===== config.mk =====
export PLATFORM = sky130hd
export DESIGN_NAME = uart_hostregs
export DESIGN_NICKNAME = d
export VERILOG_FILES = /design/src/rtl/uart_hostregs_pkg.sv /design/src/rtl/uart_hostregs_decode.sv /design/src/rtl/uart_hostregs_byte.sv /design/src/rtl/uart_hostregs_fcr.sv /design/src/rtl/uart_hostregs.sv
export SDC_FILE = /design/constraint.sdc
export NUM_CORES = 1
export LEC_CHECK = 0
export BUFFER_PORTS_ARGS = -buffer_cell sky130_fd_sc_hd__buf_2
export CORE_ASPECT_RATIO = 0.9
export CORE_MARGIN = 1.5
export CORE_UTILIZATION = 51
export DETAILED_ROUTE_END_ITERATION = 10
export GPL_ROUTABILITY_DRIVEN = 0
export GPL_TIMING_DRIVEN = 0
export PLACE_DENSITY = 0.83
export SYNTH_ARGS = -nofsm -noshare
export SYNTH_HDL_FRONTEND = slang
export SYNTH_HIERARCHICAL = 1
export SYNTH_SLANG_ARGS = --single-unit

===== constraint.sdc =====
create_clock -name clk -period 3.41 [get_ports clk]
set_clock_uncertainty 0.2 [all_clocks]
set_input_delay 0.682 -clock clk [delete_from_list [all_inputs] [get_ports clk]]
set_output_delay 0.682 -clock clk [all_outputs]
set_load 0.02 [all_outputs]

===== src/rtl/uart_hostregs_pkg.sv =====
package uart_hostregs_pkg;
  localparam int DATA_W = 8;
  localparam int ADDR_W = 3;
  localparam int IID_W  = 4;
  localparam int TRIG_W = 4;
  localparam int NREG   = 6;

  // storage slots of the byte register file
  localparam int SLOT_DLL = 0;
  localparam int SLOT_DLM = 1;
  localparam int SLOT_IER = 2;
  localparam int SLOT_LCR = 3;
  localparam int SLOT_MCR = 4;
  localparam int SLOT_SCR = 5;

  localparam int DLAB_BIT = 7;

  typedef enum logic [3:0] {
    RSEL_RBR, RSEL_DLL, RSEL_IER, RSEL_DLM, RSEL_IIR,
    RSEL_LCR, RSEL_MCR, RSEL_LSR, RSEL_MSR, RSEL_SCR
  } rsel_e;

  typedef struct packed {
    logic thr_wr;
    logic rbr_rd;
    logic fcr_wr;
  } strobes_t;

  // bits kept by each storage slot
  function automatic logic [DATA_W-1:0] slot_mask(input int slot);
    case (slot)
      SLOT_IER: slot_mask = 8'h0F;
      SLOT_MCR: slot_mask = 8'h3F;
      default:  slot_mask = 8'hFF;
    endcase
  endfunction

  // receive threshold code to byte count
  function automatic logic [TRIG_W-1:0] trig_count(input logic [1:0] code);
    case (code)
      2'd0:    trig_count = 4'd1;
      2'd1:    trig_count = 4'd4;
      2'd2:    trig_count = 4'd8;
      default: trig_count = 4'd14;
    endcase
  endfunction

  // interrupt identification byte as seen by the host
  function automatic logic [DATA_W-1:0] iir_byte(input logic en,
                                                 input logic [IID_W-1:0] iid);
    iir_byte = {en, en, 2'b00, iid};
  endfunction
endpackage


===== src/rtl/uart_hostregs_decode.sv =====
module uart_hostregs_decode
  import uart_hostregs_pkg::*;
(
  input  logic [ADDR_W-1:0] addr,
  input  logic              wr_en,
  input  logic              rd_en,
  input  logic              dlab,
  output strobes_t          stb,
  output logic [NREG-1:0]   slot_we,
  output rsel_e             rsel
);
  always_comb begin
    stb     = '0;
    slot_we = '0;
    rsel    = RSEL_SCR;
    case (addr)
      3'd0: begin
        if (dlab) begin
          slot_we[SLOT_DLL] = wr_en;
          rsel = RSEL_DLL;
        end else begin
          stb.thr_wr = wr_en;
          stb.rbr_rd = rd_en;
          rsel = RSEL_RBR;
        end
      end
      3'd1: begin
        if (dlab) begin
          slot_we[SLOT_DLM] = wr_en;
          rsel = RSEL_DLM;
        end else begin
          slot_we[SLOT_IER] = wr_en;
          rsel = RSEL_IER;
        end
      end
      3'd2: begin
        stb.fcr_wr = wr_en;
        rsel = RSEL_IIR;
      end
      3'd3: begin
        slot_we[SLOT_LCR] = wr_en;
        rsel = RSEL_LCR;
      end
      3'd4: begin
        slot_we[SLOT_MCR] = wr_en;
        rsel = RSEL_MCR;
      end
      3'd5: rsel = RSEL_LSR;
      3'd6: rsel = RSEL_MSR;
      default: begin
        slot_we[SLOT_SCR] = wr_en;
        rsel = RSEL_SCR;
      end
    endcase
  end
endmodule


===== src/rtl/uart_hostregs_byte.sv =====
module uart_hostregs_byte #(
  parameter int W = 8,
  parameter logic [W-1:0] MASK = '1
) (
  input  logic         clk,
  input  logic         rst_n,
  input  logic         we,
  input  logic [W-1:0] d,
  output logic [W-1:0] q
);
  always_ff @(posedge clk) begin
    if (!rst_n)  q <= '0;
    else if (we) q <= d & MASK;
  end
endmodule


===== src/rtl/uart_hostregs_fcr.sv =====
module uart_hostregs_fcr
  import uart_hostregs_pkg::*;
(
  input  logic              clk,
  input  logic              rst_n,
  input  logic              wr,
  input  logic              en_bit,
  input  logic              rxflush_bit,
  input  logic              txflush_bit,
  input  logic              dma_bit,
  input  logic [1:0]        trig_code,
  output logic              fifo_en,
  output logic              rx_clr,
  output logic              tx_clr,
  output logic              dma_mode,
  output logic [TRIG_W-1:0] rx_trig,
  output logic              en_toggle
);
  logic       en_q, dma_q, rxc_q, txc_q;
  logic [1:0] trig_q;
  logic       programmable;

  assign en_toggle    = wr && (en_bit != en_q);
  assign programmable = wr && en_bit;

  always_ff @(posedge clk) begin
    if (!rst_n) begin
      en_q   <= 1'b0;
      dma_q  <= 1'b0;
      trig_q <= 2'b00;
      rxc_q  <= 1'b0;
      txc_q  <= 1'b0;
    end else begin
      rxc_q <= en_toggle || (programmable && rxflush_bit);
      txc_q <= en_toggle || (programmable && txflush_bit);
      if (wr) en_q <= en_bit;
      if (programmable) begin
        dma_q  <= dma_bit;
        trig_q <= trig_code;
      end
    end
  end

  assign fifo_en  = en_q;
  assign rx_clr   = rxc_q;
  assign tx_clr   = txc_q;
  assign dma_mode = en_q && dma_q;
  assign rx_trig  = trig_count(trig_q);
endmodule


===== src/rtl/uart_hostregs.sv =====
module uart_hostregs
  import uart_hostregs_pkg::*;
(
  input  logic              clk,
  input  logic              rst_n,
  input  logic [ADDR_W-1:0] addr,
  input  logic              wr_en,
  input  logic              rd_en,
  input  logic [DATA_W-1:0] wdata,
  output logic [DATA_W-1:0] rdata,
  input  logic [DATA_W-1:0] rx_data_in,
  input  logic [IID_W-1:0]  iid_in,
  input  logic [DATA_W-1:0] lsr_in,
  input  logic [DATA_W-1:0] msr_in,
  output logic              tx_wr_pulse,
  output logic [DATA_W-1:0] tx_data_out,
  output logic              rx_rd_pulse,
  output logic [3:0]        ier_out,
  output logic [DATA_W-1:0] lcr_out,
  output logic [5:0]        mcr_out,
  output logic [2*DATA_W-1:0] divisor_out,
  output logic              fifo_en,
  output logic              rx_clr,
  output logic              tx_clr,
  output logic              dma_mode,
  output logic [TRIG_W-1:0] rx_trig
);
  logic [DATA_W-1:0] slot_q [NREG];
  logic [NREG-1:0]   slot_we;
  strobes_t          stb;
  rsel_e             rsel;
  logic              dlab;
  logic              fcr_wr;
  logic              en_toggle;

  assign dlab = slot_q[SLOT_LCR][DLAB_BIT];

  uart_hostregs_decode u_dec (
    .addr    (addr),
    .wr_en   (wr_en),
    .rd_en   (rd_en),
    .dlab    (dlab),
    .stb     (stb),
    .slot_we (slot_we),
    .rsel    (rsel)
  );

  for (genvar g = 0; g < NREG; g++) begin : g_slot
    uart_hostregs_byte #(.W(DATA_W), .MASK(slot_mask(g))) u_reg (
      .clk   (clk),
      .rst_n (rst_n),
      .we    (slot_we[g]),
      .d     (wdata),
      .q     (slot_q[g])
    );
  end

  assign fcr_wr = stb.fcr_wr;

  uart_hostregs_fcr u_fcr (
    .clk         (clk),
    .rst_n       (rst_n),
    .wr          (fcr_wr),
    .en_bit      (wdata[0]),
    .rxflush_bit (wdata[1]),
    .txflush_bit (wdata[2]),
    .dma_bit     (wdata[3]),
    .trig_code   (wdata[7:6]),
    .fifo_en     (fifo_en),
    .rx_clr      (rx_clr),
    .tx_clr      (tx_clr),
    .dma_mode    (dma_mode),
    .rx_trig     (rx_trig),
    .en_toggle   (en_toggle)
  );

  always_comb begin
    case (rsel)
      RSEL_RBR: rdata = rx_data_in;
      RSEL_DLL: rdata = slot_q[SLOT_DLL];
      RSEL_DLM: rdata = slot_q[SLOT_DLM];
      RSEL_IER: rdata = slot_q[SLOT_IER];
      RSEL_IIR: rdata = iir_byte(fifo_en, iid_in);
      RSEL_LCR: rdata = slot_q[SLOT_LCR];
      RSEL_MCR: rdata = slot_q[SLOT_MCR];
      RSEL_LSR: rdata = lsr_in;
      RSEL_MSR: rdata = msr_in;
      default:  rdata = slot_q[SLOT_SCR];
    endcase
  end

  assign tx_wr_pulse = stb.thr_wr;
  assign tx_data_out = wdata;
  assign rx_rd_pulse = stb.rbr_rd;
  assign ier_out     = slot_q[SLOT_IER][3:0];
  assign lcr_out     = slot_q[SLOT_LCR];
  assign mcr_out     = slot_q[SLOT_MCR][5:0];
  assign divisor_out = {slot_q[SLOT_DLM], slot_q[SLOT_DLL]};
endmodule


==> reports/summary.md <==
The logs give 0 for the number of antenna violations at the first check in global routing and 6280 µm² for the floorplan die area. In the finished design, the share of the clock period the worst path needs comes to 98.3%. Met2 global-route usage: 44.5%. Max-cap violations in this run came to 0.

Summing every instance area after synthesis gives 2960 µm². The die is 75.3 µm tall. TritonCTS created 5 clock buffers.

Via count of the routed design: 2870. Startpoint of the lowest-slack hold path: u_fcr/dma_q. Summed over all layers, the global routing overflow is 0. The met3 layer usage reported by global route was 6.18%. After detailed routing, the total wire length is 8380 µm.

Buffers inserted to repair hold after CTS numbered 0. The worst hold path was traced through 2 stages. The clock tree synthesis step divided the H-tree into 2 levels. The die width works out to 83.3 µm. After floorplanning, the core was divided into 26 placement rows. Detailed placement ended at an HPWL of 5820 µm. The filler cells instantiated in the layout total 467. The global-route wire length before repair is 13000 µm.

The starting DRC count in detailed routing was 295; the number of pins exceeding their max-slew limit in the final report was 0. Origin of the critical flop-to-flop path: g_slot[3].u_reg/q[7]. The run gives 5630 µm² as the core area.

The growth of design area from synthesis to finish was 26.9%. The Yosys step of the flow raised 6 warnings. STA puts the critical path data arrival time at 2.47 ns.

The later pin in the worst-skew pair is clocked with a latency of 0.30 ns. Along the worst path, the maximum fanout reaches 10. In the final layout, the multi-input gates occupy 1740 µm².

For the worst setup path, the data required time is 2.53 ns. The logs give 0 for the final count of hold timing violations and 298 MHz for the maximum clock rate. The tools report the kind of start point of the critical path as an input port. After synthesis, the mean cell area works out to 9.32 µm². In the final layout, flip-flops and latches occupy 961 µm². Setup repair after global routing could not meet its margin everywhere. The average routed wire per standard cell is 16.5 µm, and the maximum VDD drop is 0.235 mV. The tools report the instance count of the mapped netlist as 318. The hold-critical path endpoint was u_fcr/dma_q. The final period demand of the worst path came out at 3.35 ns. After routing, the total negative slack on setup checks comes to 0 ns. Counting every sink on the clock net gives 48. Entering global routing, the biggest net connects 44 pins. Setup slack on the worst reg-to-reg path comes out at 1.72 ns. Remaining number of nets flagged by the antenna check after routing: 0. The final layout contains 482 nets.

Global routing used 26.5% of the available tracks. The power density relative to cell area is 331 nW/µm². The flow ran to the end, and the final reports show no timing, DRC or antenna violations. Using the TritonRoute via totals, the vias-per-cell ratio works out to 5.64. Summed over all cells, the static leakage comes to 1.60 nW. For the pin with the worst max-slew slack, the measured transition is 0.601 ns. After global routing, the most crowded layer is met2.

The repair_antennas step left the layout with diodes totalling 0. In this run the deepest clock path goes through 2 buffers. The library cell used as clock root buffer is sky130_fd_sc_hd__clkbuf_8. The starting utilization of the core area is 52.6%. The nature of the critical path endpoint was an output pin. TritonCTS built the clock tree. The via count of the first global-routing pass was 2656; the fraction of layout instances using a drive strength above 1 was 39.0%. Kind of critical path: in2out. The setup violation total in the final timing report came out at 0. The class of the tightest hold or removal check is reg2reg. The clock transition at the registers of the reported paths was 0.08 ns.

The tools report the worst flop-to-flop path endpoint as g_slot[1].u_reg/q[5]. During placement, the flow inserted port buffers numbering 101. The relative max-transition margin was 60.0%; the DRC violation count after routing was 0. Global routing used 33.2% of the available met1 tracks. Hold is met by 0.251 ns. The pre-antenna-repair detailed-routing pass consisted of 5 iterations.

103 I/O pins were placed. Measured in cells, the most critical reg-to-reg path has a length of 5.
-- how the worst max path moves through the flow --
| stage | start | end | slack (ns) | cells past startpoint |
|---|---|---|---|---|
| 5_1_grt | addr[2] | rdata[3] | -0.04 | 11 |
| 2_1_floorplan | addr[0] | rdata[1] | 0.19 | 7 |
| 3_3_place_gp | addr[2] | rdata[1] | -0.12 | 9 |
| 3_5_place_dp | addr[2] | rdata[3] | -0.14 | 10 |
| 6_report | addr[2] | rdata[3] | 0.06 | 11 |
| 4_1_cts | addr[2] | rdata[3] | 0.0004 | 10 |
-- final cells by class --
class                           instances  share of cell area, %
Multi-Input combinational cell        233                   46.4
Sequential cell                        48                   25.6
Timing Repair Buffer                  110                   15.2
Buffer                                 36                   7.52
Tap cell                               70                   2.33
Clock buffer                            6                   2.20
Inverter                                5                  0.499
Clock inverter                          1                  0.233
-- worst max-delay path, cell delays in order --
cell	delay, ns
sky130_fd_sc_hd__buf_2	0.14
sky130_fd_sc_hd__nor2_2	0.10
sky130_fd_sc_hd__mux2_4	0.35
sky130_fd_sc_hd__buf_6	0.17
sky130_fd_sc_hd__nor2_4	0.16
sky130_fd_sc_hd__buf_4	0.15
sky130_fd_sc_hd__a22oi_1	0.08
sky130_fd_sc_hd__a21oi_1	0.21
sky130_fd_sc_hd__o22ai_1	0.10
sky130_fd_sc_hd__nor2_1	0.13
sky130_fd_sc_hd__buf_2	0.18
-- state kept, by name (all words and copies together), names as in the netlist --
register and cells:
u_fcr/trig_q 2, g_slot.u_reg/q 42, u_fcr/tx_clr 1, u_fcr/rx_clr 1
u_fcr/fifo_en 1, u_fcr/dma_q 1
-- through the flow --
stage	util [%]	total power, mW	instances	setup WS (ns)	cell area, µm²
2_1_floorplan	-	0.780	322	0.190	2980
3_3_place_gp	63.5	0.876	493	-0.118	3570
3_5_place_dp	63.5	0.879	493	-0.145	3570
4_1_cts	65.9	1.24	505	0.000357	3710
5_1_grt	66.8	1.30	509	-0.0367	3760
6_report	66.8	1.24	509	0.0574	3760
-- repair_timing --
item	in CTS	in global routing
buffers inserted	5	4
setup endpoints to repair	5	7
pin swaps	1	5
gates resized for setup	3	10
-- per-layer routing --
metal | vias up | share of wire [%] | wire (µm)
met5 | - | 0 | 0
met4 | 0 | 2.8 | 237
met3 | 25 | 9.7 | 809
met2 | 174 | 45 | 3780
met1 | 1313 | 42 | 3560
li1 | 1358 | - | -
-- where the power goes --
group	total [mW]	internal [mW]	switching, mW
sequential	0.574	0.568	0.00645
clock	0.351	0.162	0.189
combinational	0.320	0.141	0.179
-- placed cells by master, fill, tap and decap left out, drive strengths merged, types with 3 or more instances in the layout --
master and instances:
nor2b 46, a21oi 15, mux2 3, nor2 16, a22oi 5, mux4 3
and2 6, dfxtp 48, nand4 3, clkbuf 12, a31oi 3, mux2i 51
o21ai 16, a221oi 3, buf 140, nor3 9, conb 6, nand2 12
inv 4
Power figures use the tool's default switching activity.
